--- src/rtl/grp_bitmap_pkg.sv ---
package grp_bitmap_pkg;
  typedef enum logic [1:0] {
    WR_NONE      = 2'd0,
    WR_TAKE      = 2'd1,
    WR_DROP_RO   = 2'd2,
    WR_DROP_ZERO = 2'd3
  } wr_verdict_e;
endpackage

--- src/rtl/gbb_legalize.sv ---
module gbb_legalize
  import grp_bitmap_pkg::*;
#(
  parameter int NUM_REGS = 32,
  localparam int IDX_W = $clog2(NUM_REGS)
) (
  input  logic                wr_en_i,
  input  logic [IDX_W-1:0]    wr_idx_i,
  input  logic [NUM_REGS-1:0] wr_data_i,
  output wr_verdict_e         verdict_o
);
  always_comb begin
    if (!wr_en_i)                  verdict_o = WR_NONE;
    else if (wr_data_i == '0)      verdict_o = WR_DROP_ZERO;
    else if (wr_idx_i == '0)       verdict_o = WR_DROP_RO;
    else                           verdict_o = WR_TAKE;
  end
endmodule

--- src/rtl/gbb_entry.sv ---
module gbb_entry #(
  parameter int NUM_REGS = 32,
  parameter logic [NUM_REGS-1:0] RST_VAL = '1
) (
  input  logic                clk_i,
  input  logic                rst_ni,
  input  logic                ld_i,
  input  logic [NUM_REGS-1:0] d_i,
  output logic [NUM_REGS-1:0] q_o
);
  always_ff @(posedge clk_i or negedge rst_ni) begin
    if (!rst_ni)   q_o <= RST_VAL;
    else if (ld_i) q_o <= d_i;
  end

  assert_never_empty_R8: assert property (@(posedge clk_i) disable iff (!rst_ni)
    q_o != '0);
endmodule

--- src/rtl/gbb_popcount.sv ---
module gbb_popcount #(
  parameter int NUM_REGS = 32,
  localparam int CNT_W = $clog2(NUM_REGS + 1)
) (
  input  logic [NUM_REGS-1:0] map_i,
  output logic [CNT_W-1:0]    cnt_o
);
  always_comb begin
    cnt_o = '0;
    for (int k = 0; k < NUM_REGS; k++) cnt_o = cnt_o + CNT_W'(map_i[k]);
  end
endmodule

--- src/rtl/grp_bitmap_bank.sv ---
module grp_bitmap_bank
  import grp_bitmap_pkg::*;
#(
  parameter int NUM_REGS = 32,
  localparam int IDX_W = $clog2(NUM_REGS),
  localparam int CNT_W = $clog2(NUM_REGS + 1)
) (
  input  logic                clk_i,
  input  logic                rst_ni,
  input  logic                wr_en_i,
  input  logic [IDX_W-1:0]    wr_idx_i,
  input  logic [NUM_REGS-1:0] wr_data_i,
  input  logic [IDX_W-1:0]    rd_idx_i,
  output logic [NUM_REGS-1:0] rd_map_o,
  input  logic [IDX_W-1:0]    cnt_idx_i,
  output logic [CNT_W-1:0]    cnt_o,
  output logic                zero_rej_o
);
  wr_verdict_e         verdict;
  logic [NUM_REGS-1:0] map_q [NUM_REGS];

  gbb_legalize #(.NUM_REGS(NUM_REGS)) legal_i (
    .wr_en_i  (wr_en_i),
    .wr_idx_i (wr_idx_i),
    .wr_data_i(wr_data_i),
    .verdict_o(verdict)
  );

  for (genvar g = 0; g < NUM_REGS; g++) begin : g_ent
    if (g == 0) begin : g_fixed
      // entry 0 is hardwired to {x0}
      assign map_q[g] = NUM_REGS'(1);
    end else begin : g_reg
      gbb_entry #(
        .NUM_REGS(NUM_REGS),
        .RST_VAL (NUM_REGS'(1) << g)
      ) ent_i (
        .clk_i (clk_i),
        .rst_ni(rst_ni),
        .ld_i  (verdict == WR_TAKE && wr_idx_i == IDX_W'(g)),
        .d_i   (wr_data_i),
        .q_o   (map_q[g])
      );
    end
  end

  always_ff @(posedge clk_i or negedge rst_ni) begin
    if (!rst_ni)                       zero_rej_o <= 1'b0;
    else if (verdict == WR_DROP_ZERO)  zero_rej_o <= 1'b1;
  end

  assign rd_map_o = map_q[rd_idx_i];

  gbb_popcount #(.NUM_REGS(NUM_REGS)) pop_i (
    .map_i(map_q[cnt_idx_i]),
    .cnt_o(cnt_o)
  );

  assert_entry0_fixed_R3: assert property (@(posedge clk_i) disable iff (!rst_ni)
    rd_idx_i == '0 |-> rd_map_o == NUM_REGS'(1));
  assert_write_visible_R2: assert property (@(posedge clk_i) disable iff (!rst_ni)
    (wr_en_i && wr_idx_i != '0 && wr_data_i != '0) |=> map_q[$past(wr_idx_i)] == $past(wr_data_i));
  assert_zero_write_keeps_R4: assert property (@(posedge clk_i) disable iff (!rst_ni)
    (wr_en_i && wr_data_i == '0) |=> map_q[$past(wr_idx_i)] == $past(map_q[wr_idx_i]));
  assert_flag_sticky_R5: assert property (@(posedge clk_i) disable iff (!rst_ni)
    zero_rej_o |=> zero_rej_o);
  assert_flag_set_R5: assert property (@(posedge clk_i) disable iff (!rst_ni)
    (wr_en_i && wr_data_i == '0) |=> zero_rej_o);
  assert_count_range_R6: assert property (@(posedge clk_i) disable iff (!rst_ni)
    cnt_o != '0 && cnt_o <= CNT_W'(NUM_REGS));
endmodule

--- config.mk ---
export PLATFORM = sky130hd
export DESIGN_NAME = grp_bitmap_bank
export DESIGN_NICKNAME = d
export VERILOG_FILES = /design/src/rtl/grp_bitmap_pkg.sv /design/src/rtl/gbb_legalize.sv /design/src/rtl/gbb_entry.sv /design/src/rtl/gbb_popcount.sv /design/src/rtl/grp_bitmap_bank.sv
export SDC_FILE = /design/constraint.sdc
export NUM_CORES = 2
export LEC_CHECK = 0
export BUFFER_PORTS_ARGS = -buffer_cell sky130_fd_sc_hd__buf_4
export CAP_MARGIN = 25
export CORE_MARGIN = 4
export CORE_UTILIZATION = 58
export CTS_BUF_LIST = sky130_fd_sc_hd__clkbuf_16
export DETAILED_ROUTE_END_ITERATION = 8
export PLACE_DENSITY = 0.83
export SYNTH_ARGS = -nofsm -noshare
export SYNTH_HDL_FRONTEND = slang
export SYNTH_SLANG_ARGS = --single-unit
export TNS_END_PERCENT = 100
--- constraint.sdc ---
create_clock -name clk_i -period 10.1 [get_ports clk_i]
set_clock_uncertainty 0.2 [all_clocks]
set_input_delay 1.01 -clock clk_i [delete_from_list [all_inputs] [get_ports clk_i]]
set_output_delay 1.01 -clock clk_i [all_outputs]
set_load 0.03 [all_outputs]
[Word-level counts from Yosys, hierarchy flattened]
Cells that the tools add are included.
Storage, ports and cells
  bits in registers: 993
  input port bits: 50
Cells by class
  reduce and logical (&&, ||, !) cells: 33
  equal/unequal tests: 33
  bitwise logic cells: 2
  mux-type cells: 9
  $lt $le $gt $ge: 2
  add/sub/neg operators: 31
Operator list (count)
  binary-select mux 32 bit (select 5 bit): 2
  adder 6 x 1 -> 6 bit: 30
  2-to-1 mux 32 bit: 4
  equality test 5 bit, second input constant: 16
  equality test 5 x 4 -> 1 bit, second input constant: 8
  logical NOT 32 bit: 1
  logical AND 1 bit: 31
  equality test 5 x 3 -> 1 bit, second input constant: 4
  greater-or-equal comparator 6 bit, second input constant: 2
  NOT 5 -> 6 bit: 2
  equality test 5 x 2 -> 1 bit, second input constant: 2
  2-to-1 mux 2 bit: 3
  equality test 5 x 1 -> 1 bit, second input constant: 1
  logical NOT 5 bit: 1
  adder 1 x 1 -> 2 bit: 1
  equality test 2 x 1 -> 1 bit, second input constant: 1
  equality test 2 bit, second input constant: 1

[Longest topological paths before layout]
  word-level depth: 35
  depth in mapped cells: 24
  depth with buffers taken out: 20

[Modules after synthesis]
A second synthesis with hierarchy kept.
Second synthesis, totals
  cells, all modules: 3654
  area, all modules: 58980.3 µm²
By module, submodules not included
  gbb_entry: cells each 68, seq. area each 802.0 µm², instances 31, area an instance 1346.3 µm²
  grp_bitmap_bank: cells each 1458, seq. area each 25.0 µm², instances 1, area an instance 16389.5 µm²
  gbb_popcount: cells each 73, seq. area each 0.0 µm², instances 1, area an instance 758.2 µm²
  gbb_legalize: cells each 15, seq. area each 0.0 µm², instances 1, area an instance 97.6 µm²

[Worst setup path after synthesis]
No wires, ideal clock.
  path kind: input-to-output
  from: input port cnt_idx_i[0]
  to: output port cnt_o[4]
  stages on the path: 22
  slack: 1.865 ns
  arrival: 7.025 ns
  buffers on the path: 3
  path through: buf_2 -> buf_2 -> buf_2 -> mux4_2 -> nand2_1 -> nand3_1 -> a31o_2 -> ha_1 -> fa_1 -> fa_1 -> fa_1 -> fa_1 -> inv_1 -> fa_1 -> fa_1 -> fa_1 -> inv_1 -> fa_1 -> nand2_1 -> nand2_1 -> a21oi_1 -> xnor2_1
Between the ends
  word-level cells in the longest chain between the ends: 35
RTL lines
  start, declared: RTL line grp_bitmap_bank.sv:15  | input logic [IDX_W-1:0] cnt_idx_i,
  NOT 5 -> 6 bit (implied by the code) (*): RTL line grp_bitmap_bank.sv:55  | .map_i(map_q[cnt_idx_i]),
  binary-select mux 32 bit (select 5 bit) (*): RTL line grp_bitmap_bank.sv:55
  2-to-1 mux 32 bit (implied by the code) (*) (2 in a row): RTL line grp_bitmap_bank.sv:55
  adder 1 x 1 -> 2 bit: RTL line gbb_popcount.sv:10  | for (int k = 0; k < NUM_REGS; k++) cnt_o = cnt_o + CNT_W'(map_i[k]);
  adder 6 x 1 -> 6 bit (29 in a row): RTL line gbb_popcount.sv:10
  adder 6 x 1 -> 6 bit (*): RTL line gbb_popcount.sv:10
  end, declared: RTL line grp_bitmap_bank.sv:16  | output logic [CNT_W-1:0] cnt_o,
Every way passes the cells marked *; elsewhere a longest branch is shown, timed or not. The select of a mux whose other input is x is not followed.

[Worst setup path after layout]
  from: input port cnt_idx_i[3]
  to: output port cnt_o[4]
The elaborated chain is that of the path after synthesis.

==> reports/metrics.csv <==
stage,metric,value,unit
placed_design,dpl.hpwl,91600,um
yosys,synth_top_cell_area_share,44.3,%
setup_path,cp_data_required_time,8.89,ns
global_routing,grt_max_degree,173,
power,combPwrFrac,31.9,%
setup_path,crit_fanout,22,
yosys,ys.flop_type,dfrtp_1,
setup_path,timing.rr.start,g_ent[4].g_reg.ent_i.q_o[0],
yosys,synth_top_cell_by_area,dfrtp_1,
clocking,clock-root-buffer,clkbuf_16,
setup_path,regToRegSetupSlack,9.04,ns
clocking,cts_buffer_depth,3,
sta,tightest_slew,1.07,ns
power,p_int,8860,uW
floorplan,die_w,314,um
floorplan,ioPinCount,89,
sta,rsz0062_at_grt,no,
layout,fillers,6491,
sta,fin_crit_sh,90.4,%
yosys,synth_top_family_by_area,multiplexers,
placed_design,gp_congestion,0.880,
sta,finalSetupViolations,0,
yosys,synth-edff-count,0,
sta,clock.fmax,0.109,GHz
yosys,synth_seq_area_share,45.8,%
yosys,synth_compound_area_share,5.68,%
sta,fin_tns_setup,0,ns
min_path,hold_class,input port to async pin,
yosys,synth_area_per_cell,14.6,um^2
floorplan,dieArea,98700,um^2
drt,wl_per_cell,33.6,um
layout,area_growth,8.32,%
yosys,netlist_area,54400,um^2
setup_path,endpoint_kind,output port,
yosys,synth.most_common_cell,mux2_2,
clocking,path_clk_slew,0.06,ns
sta,finalCriticalPeriod,9.14,ns
global_routing,grt.overflow.total,0,
placed_design,place_ws,1.10,ns
yosys,synth-adder-area-share,1.07,%
outcome,status,finished clean,
yosys,postSynth.asyncResetShare,100,%
setup_path,rr_worst_depth,1,
global_routing,grt_pass1_wl,246000,um
setup_path,critPathKind,input port to output port,
clocking,postCtsSetupRepairBufs,0,
power,vdd_drop_max,0.000887,V
drt,ant_nets,0,
clocking,cts_resized,0,
power,total_power,13200,uW
clocking,cts_max_level,3,
setup_path,critPathArrivalTime,7.93,ns
floorplan,core_area,93200,um^2
layout,final_layout_size_suffix_gt1_share,49.3,%
sta,hold-worst-slack,0.197,ns
clocking,clk_latency,0.67,ns
power,seqPwrFrac,40.5,%
yosys,synth_xor_area_share,0.0322,%
yosys,synth_cells,3712,
clocking,holdBufCountCts,0,
power,p_leak,0.0258,uW
sta,hold_violations,0,
drt,num_vias,36300,
floorplan,die_h,314,um
power,power_density,224,nW/um^2
setup_path,start_kind,input port,
yosys,yosysWarnings,0,
job,cap_violations,0,
drt,vias_per_cell,7.34,
floorplan,row_count,112,
clocking,tritoncts,yes,
power,p_switching,4360,uW
layout,nets,3683,
yosys,synth_common_cells,"mux2_2 (1006), dfrtp_1 (962), mux4_2 (392), clkbuf_1 (191), a22oi_1 (146)",
yosys,synthTopCellsByArea,"dfrtp_1 (44%), mux2_2 (21%), mux4_2 (16%)",
drt,first_iter_violations,4609,
yosys,syn-num-nets,3794,
drt,drt_wl_total,166000,um
power,clockPowerShare,27.5,%
yosys,ys_ff_latch,993,
sta,slew_headroom,28.7,%
yosys,yosys.area_share.simple,2.25,%
sta,fin_ws,0.965,ns
yosys,synthMuxAreaShare,41.1,%
clocking,cts_buffers,98,
global_routing,first_global_vias,37200,
setup_path,worstReg2RegEnd,g_ent[4].g_reg.ent_i.q_o[0],
global_routing,antenna_found_initial,9,
clocking,cts_sinks,993,
global_routing,grt_usage,33.7,%
power,switching_share,33.0,%
sta,drv_slew,0,
drt,drt_first_pass_iters,6,
drt,drc_errors,0,
floorplan,start_util,58.3,%
yosys,synth_cell_types,56,
placed_design,io_buffers,88,
-- cells by family (layout without fill, tap and decap cells) --
logic type / after synthesis / in the layout
muxes: 1606 / 1606
DFF: 993 / 993
buffers and inverters: 431 / 404
AOI/OAI and AO/OA: 403 / 403
and+or+nand+nor: 245 / 245
adders and majority gates: 32 / 32
xor gates and xnor gates: 2 / 2
other: 0 / 8
-- per-stage QoR --
stage	cell area, um^2	std cells	util, %
global route	58900	4942	63.2
finish	58900	4947	63.2
floorplan	54400	3712	-
detailed placement	55700	4753	59.8
CTS	58800	4937	63.1
global placement	55700	4751	59.7
-- worst max-delay path, cell delays in order --
cell and delay (ns):
buf_4 0.35, nor2b_2 0.83, buf_4 0.45, a22oi_1 0.15
a21oi_1 0.25, a31o_2 0.18, fa_1 0.53, inv_1 0.17
fa_1 0.41, inv_1 0.09, fa_1 0.44, fa_1 0.54
inv_1 0.05, fa_1 0.44, fa_1 0.52, fa_1 0.30
inv_1 0.10, fa_1 0.46, nand2_1 0.09, nand2_1 0.05
a21oi_1 0.17, xnor2_1 0.13, buf_4 0.18
-- layer usage --
metal / wire (um) / global-route usage, % / vias up
met5: 157 / 0.741 / -
met4: 10000 / 17.4 / 10
met3: 23100 / 11.7 / 645
met2: 72700 / 48.9 / 2499
met1: 60300 / 45.4 / 19000
li1: - / - / 14100
-- registers in the layout, summed over array words and instances (netlist names) --
signal	count
g_ent.g_reg.ent_i.q_o	992
zero_rej_o	1
-- layout make-up --
type | count | area [um^2] | area share (%)
Tap cell | 1254 | 1570 | 2.66
Inverter | 29 | 109 | 0.185
Clock inverter | 84 | 646 | 1.10
Multi-Input combinational cell | 2288 | 27500 | 46.7
Antenna cell | 8 | 20.0 | 0.0340
Timing Repair Buffer | 191 | 1660 | 2.81
Clock buffer | 100 | 2500 | 4.25
Sequential cell | 993 | 24900 | 42.3
-- worst max-delay path by stage --
stage / startpoint / end / slack [ns] / cells after the start
3_5_place_dp: cnt_idx_i[0] / cnt_o[4] / 1.10 / 21
4_1_cts: cnt_idx_i[0] / cnt_o[4] / 1.06 / 21
2_1_floorplan: cnt_idx_i[0] / cnt_o[4] / 1.86 / 22
6_report: cnt_idx_i[3] / cnt_o[4] / 0.96 / 23
3_3_place_gp: cnt_idx_i[0] / cnt_o[4] / 1.13 / 21
5_1_grt: cnt_idx_i[0] / cnt_o[4] / 0.73 / 22
-- placed cells by master, fill, tap and decap left out, types with 8 or more instances in the layout --
cell type,count
a21oi_1,82
a221oi_1,21
a22oi_1,146
a31o_2,9
a31oi_1,8
and3_1,33
buf_12,12
buf_4,170
bufinv_16,9
clkbuf_16,100
clkinv_1,23
clkinv_2,15
dfrtp_1,962
dfstp_2,31
diode_2,8
fa_1,24
ha_1,8
inv_1,52
mux2_1,99
mux2_2,1006
mux2i_1,109
mux4_2,392
nand2_1,93
nand3_1,48
nor2_1,15
nor3_1,12
nor4_1,8
o211ai_4,29
o21ai_0,21
o221ai_1,48
o22ai_1,18
-- power groups by stage --
stage	logic, uW	registers, uW	clock network [uW]
5_1_grt	4510	5440	3820
2_1_floorplan	2910	5190	0
3_5_place_dp	4110	5400	0
6_report	4220	5360	3640
3_3_place_gp	4000	5330	0
4_1_cts	4150	5340	3660
(Power assumes the default switching activity.)
